<file path="src/rtl/movx_router_pkg.sv">
package movx_router_pkg;
  typedef enum logic [1:0] {
    TGT_EXT   = 2'd0,
    TGT_RAM   = 2'd1,
    TGT_FLASH = 2'd2
  } tgt_e;

  typedef enum logic [1:0] {
    ST_IDLE  = 2'd0,
    ST_LOCAL = 2'd1,
    ST_BUS   = 2'd2
  } acc_st_e;
endpackage

</file>
<file path="src/rtl/movx_cfg_regs.sv">
module movx_cfg_regs #(
  parameter int          DW        = 8,
  parameter logic [7:0]  CFG_ADDR  = 8'hBF,
  parameter logic [7:0]  PAGE_ADDR = 8'h85,
  parameter logic [DW-1:0] IMPL_MASK = 8'h0F,
  parameter int          RAM_EN_BIT = 1,
  parameter int          FL_EN_BIT  = 3
) (
  input  logic          clk_i,
  input  logic          rst_ni,
  input  logic [7:0]    sfr_addr_i,
  input  logic          sfr_we_i,
  input  logic [DW-1:0] sfr_wdata_i,
  output logic [DW-1:0] sfr_rdata_o,
  output logic          ram_en_o,
  output logic          flash_en_o,
  output logic [DW-1:0] page_o
);
  logic [DW-1:0] cfg_q, page_q;

  always_ff @(posedge clk_i or negedge rst_ni) begin
    if (!rst_ni) begin
      cfg_q  <= '0;
      page_q <= '0;
    end else if (sfr_we_i) begin
      if (sfr_addr_i == CFG_ADDR)  cfg_q  <= sfr_wdata_i & IMPL_MASK;
      if (sfr_addr_i == PAGE_ADDR) page_q <= sfr_wdata_i;
    end
  end

  always_comb begin
    if (sfr_addr_i == CFG_ADDR)       sfr_rdata_o = cfg_q;
    else if (sfr_addr_i == PAGE_ADDR) sfr_rdata_o = page_q;
    else                              sfr_rdata_o = '0;
  end

  assign ram_en_o   = cfg_q[RAM_EN_BIT];
  assign flash_en_o = cfg_q[FL_EN_BIT];
  assign page_o     = page_q;
endmodule

</file>
<file path="src/rtl/movx_addr_dec.sv">
module movx_addr_dec
  import movx_router_pkg::*;
#(
  parameter int            AW      = 16,
  parameter int            DW      = 8,
  parameter logic [AW-1:0] RAM_TOP = 16'h02FF
) (
  input  logic          mode_ri_i,
  input  logic [AW-1:0] dptr_i,
  input  logic [DW-1:0] ri_i,
  input  logic [AW-DW-1:0] page_i,
  input  logic          ram_en_i,
  input  logic          flash_en_i,
  output logic [AW-1:0] addr_o,
  output tgt_e          tgt_o
);
  logic in_window;

  assign addr_o    = mode_ri_i ? {page_i, ri_i} : dptr_i;
  assign in_window = (addr_o <= RAM_TOP);

  // RAM enable claims the low window first, Flash enable claims what is left
  always_comb begin
    if (ram_en_i && in_window) tgt_o = TGT_RAM;
    else if (flash_en_i)       tgt_o = TGT_FLASH;
    else                       tgt_o = TGT_EXT;
  end
endmodule

</file>
<file path="src/rtl/movx_access_ctl.sv">
module movx_access_ctl
  import movx_router_pkg::*;
#(
  parameter int AW     = 16,
  parameter int DW     = 8,
  parameter int RAM_AW = 10
) (
  input  logic              clk_i,
  input  logic              rst_ni,
  input  logic              req_i,
  input  logic              we_i,
  input  logic [DW-1:0]     wdata_i,
  input  logic [AW-1:0]     addr_i,
  input  tgt_e              tgt_i,
  output logic [DW-1:0]     rdata_o,
  output logic              done_o,
  output logic              flash_wr_drop_o,
  output logic              ram_req_o,
  output logic              ram_we_o,
  output logic [RAM_AW-1:0] ram_addr_o,
  output logic [DW-1:0]     ram_wdata_o,
  input  logic [DW-1:0]     ram_rdata_i,
  output logic              flash_req_o,
  output logic [AW-1:0]     flash_addr_o,
  input  logic [DW-1:0]     flash_rdata_i,
  output logic              ext_req_o,
  output logic              ext_we_o,
  output logic [AW-1:0]     ext_addr_o,
  output logic [DW-1:0]     ext_wdata_o,
  input  logic [DW-1:0]     ext_rdata_i,
  input  logic              ext_ready_i
);
  acc_st_e       st_q;
  tgt_e          tgt_q;
  logic          we_q, drop_q;
  logic [AW-1:0] addr_q;
  logic [DW-1:0] wdata_q;
  logic          accept;

  assign accept = (st_q == ST_IDLE) && req_i;

  always_ff @(posedge clk_i or negedge rst_ni) begin
    if (!rst_ni) begin
      st_q    <= ST_IDLE;
      tgt_q   <= TGT_EXT;
      we_q    <= 1'b0;
      addr_q  <= '0;
      wdata_q <= '0;
      drop_q  <= 1'b0;
    end else begin
      unique case (st_q)
        ST_IDLE: if (req_i) begin
          st_q    <= (tgt_i == TGT_EXT) ? ST_BUS : ST_LOCAL;
          tgt_q   <= tgt_i;
          we_q    <= we_i;
          addr_q  <= addr_i;
          wdata_q <= wdata_i;
          if (tgt_i == TGT_FLASH && we_i) drop_q <= 1'b1;
        end
        ST_LOCAL: st_q <= ST_IDLE;
        ST_BUS:   if (ext_ready_i) st_q <= ST_IDLE;
        default:  st_q <= ST_IDLE;
      endcase
    end
  end

  // arrays see the request in the accept cycle and answer one clock later
  assign ram_req_o    = accept && (tgt_i == TGT_RAM);
  assign ram_we_o     = we_i;
  assign ram_addr_o   = addr_i[RAM_AW-1:0];
  assign ram_wdata_o  = wdata_i;
  assign flash_req_o  = accept && (tgt_i == TGT_FLASH) && !we_i;
  assign flash_addr_o = addr_i;

  assign ext_req_o   = (st_q == ST_BUS);
  assign ext_we_o    = we_q;
  assign ext_addr_o  = addr_q;
  assign ext_wdata_o = wdata_q;

  assign done_o          = (st_q == ST_LOCAL) || ((st_q == ST_BUS) && ext_ready_i);
  assign flash_wr_drop_o = drop_q;

  always_comb begin
    rdata_o = '0;
    if (!we_q) begin
      if (st_q == ST_LOCAL && tgt_q == TGT_RAM)        rdata_o = ram_rdata_i;
      else if (st_q == ST_LOCAL && tgt_q == TGT_FLASH) rdata_o = flash_rdata_i;
      else if (st_q == ST_BUS)                         rdata_o = ext_rdata_i;
    end
  end
endmodule

</file>
<file path="src/rtl/movx_router.sv">
module movx_router
  import movx_router_pkg::*;
#(
  parameter int            AW        = 16,
  parameter int            DW        = 8,
  parameter logic [AW-1:0] RAM_TOP   = 16'h02FF,
  parameter logic [7:0]    CFG_ADDR  = 8'hBF,
  parameter logic [7:0]    PAGE_ADDR = 8'h85,
  parameter logic [DW-1:0] IMPL_MASK = 8'h0F,
  parameter int            RAM_EN_BIT = 1,
  parameter int            FL_EN_BIT  = 3,
  localparam int           RAM_AW    = $clog2(int'(RAM_TOP) + 1)
) (
  input  logic              clk_i,
  input  logic              rst_ni,
  input  logic [7:0]        sfr_addr_i,
  input  logic              sfr_we_i,
  input  logic [DW-1:0]     sfr_wdata_i,
  output logic [DW-1:0]     sfr_rdata_o,
  input  logic              req_i,
  input  logic              mode_ri_i,
  input  logic [AW-1:0]     dptr_i,
  input  logic [DW-1:0]     ri_i,
  input  logic              we_i,
  input  logic [DW-1:0]     wdata_i,
  output logic [DW-1:0]     rdata_o,
  output logic              done_o,
  output logic              flash_wr_drop_o,
  output logic              ram_req_o,
  output logic              ram_we_o,
  output logic [RAM_AW-1:0] ram_addr_o,
  output logic [DW-1:0]     ram_wdata_o,
  input  logic [DW-1:0]     ram_rdata_i,
  output logic              flash_req_o,
  output logic [AW-1:0]     flash_addr_o,
  input  logic [DW-1:0]     flash_rdata_i,
  output logic              ext_req_o,
  output logic              ext_we_o,
  output logic [AW-1:0]     ext_addr_o,
  output logic [DW-1:0]     ext_wdata_o,
  input  logic [DW-1:0]     ext_rdata_i,
  input  logic              ext_ready_i
);
  logic          ram_en, flash_en;
  logic [DW-1:0] page;
  logic [AW-1:0] acc_addr;
  tgt_e          acc_tgt;

  movx_cfg_regs #(
    .DW(DW), .CFG_ADDR(CFG_ADDR), .PAGE_ADDR(PAGE_ADDR), .IMPL_MASK(IMPL_MASK),
    .RAM_EN_BIT(RAM_EN_BIT), .FL_EN_BIT(FL_EN_BIT)
  ) u_cfg (
    .clk_i(clk_i), .rst_ni(rst_ni), .sfr_addr_i(sfr_addr_i), .sfr_we_i(sfr_we_i),
    .sfr_wdata_i(sfr_wdata_i), .sfr_rdata_o(sfr_rdata_o), .ram_en_o(ram_en),
    .flash_en_o(flash_en), .page_o(page)
  );

  movx_addr_dec #(.AW(AW), .DW(DW), .RAM_TOP(RAM_TOP)) u_dec (
    .mode_ri_i(mode_ri_i), .dptr_i(dptr_i), .ri_i(ri_i), .page_i(page),
    .ram_en_i(ram_en), .flash_en_i(flash_en), .addr_o(acc_addr), .tgt_o(acc_tgt)
  );

  movx_access_ctl #(.AW(AW), .DW(DW), .RAM_AW(RAM_AW)) u_ctl (
    .clk_i(clk_i), .rst_ni(rst_ni), .req_i(req_i), .we_i(we_i), .wdata_i(wdata_i),
    .addr_i(acc_addr), .tgt_i(acc_tgt), .rdata_o(rdata_o), .done_o(done_o),
    .flash_wr_drop_o(flash_wr_drop_o), .ram_req_o(ram_req_o), .ram_we_o(ram_we_o),
    .ram_addr_o(ram_addr_o), .ram_wdata_o(ram_wdata_o), .ram_rdata_i(ram_rdata_i),
    .flash_req_o(flash_req_o), .flash_addr_o(flash_addr_o), .flash_rdata_i(flash_rdata_i),
    .ext_req_o(ext_req_o), .ext_we_o(ext_we_o), .ext_addr_o(ext_addr_o),
    .ext_wdata_o(ext_wdata_o), .ext_rdata_i(ext_rdata_i), .ext_ready_i(ext_ready_i)
  );
endmodule

</file>
<file path="config.mk">
export PLATFORM = sky130hd
export DESIGN_NAME = movx_router
export DESIGN_NICKNAME = d
export VERILOG_FILES = /design/src/rtl/movx_router_pkg.sv /design/src/rtl/movx_cfg_regs.sv /design/src/rtl/movx_addr_dec.sv /design/src/rtl/movx_access_ctl.sv /design/src/rtl/movx_router.sv
export SDC_FILE = /design/constraint.sdc
export NUM_CORES = 1
export LEC_CHECK = 0
export ABC_AREA = 1
export BUFFER_PORTS_ARGS = -buffer_cell sky130_fd_sc_hd__buf_4
export CAP_MARGIN = 15
export CORE_AREA = 5 5 71 90
export DETAILED_ROUTE_END_ITERATION = 7
export DIE_AREA = 0 0 76 95
export PLACE_DENSITY = 0.83
export SYNTH_ARGS = -nofsm -noshare
export SYNTH_HDL_FRONTEND = slang
export SYNTH_SLANG_ARGS = --single-unit
</file>
<file path="constraint.sdc">
create_clock -name clk_i -period 1.7 [get_ports clk_i]
set_input_delay 0.17 -clock clk_i [delete_from_list [all_inputs] [get_ports clk_i]]
set_output_delay 0.17 -clock clk_i [all_outputs]
set_load 0.02 [all_outputs]
</file>
==> flow_summary.yaml <==
sta:
  max_freq_ghz: 0.6131
  fin_hold_ws_ps: 82.76
  finalSetupViolations: 0
  rsz0062_at_grt: "true"
  hold_viol: 0
  layout_min_cycle_time_ps: 1631
  clock_skew_ps: 1.977
  relSlewSlack_pct: 64.25
  worstMarginPinSlew_ps: 536.2
  fin_crit_sh_pct: 95.95
  slew_viol_final: 0
floorplanning:
  dieWidth_um: 76
  die_h_um: 95
  io_pins: 160
  rows: 31
  start_util_pct: 42.68
  dieArea_um2: 7220
  core_um2: 5547
grt:
  grt_max_degree: 43
  antenna_found_initial: 0
  grt-ovfl-total: 0
  grt.total_usage_pct: 18.99
  grt_pass1_wl_mm: 11.28
  grt_pass1_vias: 2400
critical_path:
  path_class: "reg2out"
  critical_path_required_ps: 1530
  start_kind: "flip-flop"
  worstPathMaxFanout: 8
  worstPathArrival_ps: 1460
  worst_setup_path_end_kind: "output port"
logic_synthesis:
  postSynthAreaPerCell_um2: 7.515
  synthTopCellsByArea: "dfrtp_1 44%, nand2_1 19%, buf_4 6.3%, inv_1 5.1%, a31oi_1 4.2%"
  yosysMostFrequentCell: "nand2_1"
  synth.distinct_cells: 29
  synth-edff-count: 0
  synth_area_um2: 2367
  yosys_warnings: 0
  synth_common_cells: "118 x nand2_1, 42 x dfrtp_1, 32 x inv_1"
  synth_area_leader_cell: "dfrtp_1"
  ys.flop_type: "dfrtp_1"
  async_flop_share_pct: 100.0
  synth_cells: 315
  synth_nets: 394
  synth.top_cell.area_share_pct: 44.40
  ys_ff_latch: 42
  ys_seq_area_share_pct: 44.40
layout:
  areaGrowthSynthToFinish_pct: 58.30
  utilization_pct: 67.56
  final_nets: 546
  drive_above_1_share_pct: 48.72
  diodes: 0
drt:
  drtIter0Drc: 64
  routed_wl_mm: 7.395
  vias: 2564
  firstDrtPassIters: 4
  routedWlPerCell_um: 13.85
  route.detailed.drc: 0
  ant_nets: 0
  viasPerCell: 4.801
clocking:
  clkTransAtPathRegs_ps: 80
  cts_tree: "done"
  clock_latency_ps: 290
  clock_sinks: 42
  h-tree-depth: 2
  root_buffer: "clkbuf_8"
  cts_buffers: 5
  cts.path.max_buffers: 2
pwr:
  p_leak_nw: 2.016
  ir_worst_vdd_mv: 0.4254
  p_per_area_nw_per_um2: 780.2
min_path:
  hp-class: "in2reg"
job:
  max_cap_violations: 0
place:
  port_buffers: 159
  gp_congestion: 0.8056
  dp_hpwl_mm: 5.894
status:
  outcome: "complete, no violations"
-- layer usage --
metal	routed length [µm]	global-route usage, %
met4	138	6.231
met3	594	6.584
met1	2711	19.99
met2	3950	35.14
met5	0	0
-- layout make-up --
cell class / count / area, µm²
well taps: 66 / 82.58
repair buffers: 175 / 1328
clock buffers: 7 / 86.33
flip-flops and latches: 42 / 1051
clock inverters: 1 / 5.005
multi-input cells: 210 / 1071
inverters: 33 / 123.9
fillers: 480 / 1799
-- critical path: stages, from the launching register on --
cell     delay, ps
dfrtp_1        390
inv_2           60
nand2_2         60
nor3_2         100
buf_4          190
nand2_1         60
a31oi_1        140
buf_4          170
-- worst paths after layout --
check / from / endpoint / depth (start not counted) / slack, ps
min reg2reg: u_ctl.flash_wr_drop_o / u_ctl.flash_wr_drop_o / 2 / 470
min in group asynchronous: rst_ni / u_ctl.ext_wdata_o[1] / 2 / 400
max: u_ctl.st_q[1] / rdata_o[4] / 7 / 70
max in group asynchronous: rst_ni / u_ctl.ext_addr_o[1] / 2 / 930
max reg2reg: u_ctl.st_q[0] / u_ctl.flash_wr_drop_o / 7 / 360
min: wdata_i[2] / u_ctl.ext_wdata_o[2] / 3 / 80
-- cells by family after synthesis --
logic type / count (synthesis) / share of synthesized area [%]
simple gates: 168 / 31.61
buf+inv: 63 / 13.74
flops: 42 / 44.40
compound gates: 42 / 10.25
-- report_power, final --
group | switching, mW | leakage (nW) | internal [mW]
combinational | 0.587 | 1.50 | 0.471
clock | 0.331 | 0.0482 | 0.328
sequential | 0.0823 | 0.464 | 1.13
total | 0.999 | 2.02 | 1.92
-- metrics by stage --
step | worst slack, ps | area, µm² | setup TNS [ps] | cells | power (mW)
after floorplan | 130.2 | 2367 | 0 | 315 | 1.759
final | 68.85 | 3747 | 0 | 534 | 2.924
after global routing | -48.85 | 3747 | -165.2 | 534 | 3.069
after global placement | 292.6 | 3510 | 0 | 519 | 2.232
after detailed placement | 241.5 | 3510 | 0 | 519 | 2.256
after CTS | 5.372 | 3628 | 0 | 528 | 2.929
-- cell usage in the layout (no fill, tap or decap), drive strengths merged --
master / instances
a21oi: 9
a31oi: 16
buf: 174
clkbuf: 7
clkinv: 1
dfrtp: 42
dlygate4sd3: 1
inv: 33
nand2: 127
nand3: 4
nand3b: 1
nand4: 2
nor2: 30
nor3: 2
nor3b: 1
o21ai: 13
o22ai: 4
or2: 1
-- flip-flops by register name, indices dropped and copies added, names as in the netlist --
| name | flops |
|---|---|
| u_ctl.tgt_q | 2 |
| u_ctl.ext_we_o | 1 |
| u_cfg.page_o | 8 |
| u_ctl.ext_addr_o | 16 |
| u_ctl.flash_wr_drop_o | 1 |
| u_ctl.st_q | 2 |
| u_ctl.ext_wdata_o | 8 |
| u_cfg.cfg_q | 4 |
-- what timing repair did --
action	CTS	global route
setup buffers	0	6
setup endpoints to repair	2	10
hold buffers	1	0
pin swaps	1	7
resized for setup	5	27
hold endpoints to repair	42	0
No activity file was read; power rests on OpenSTA's default activity.
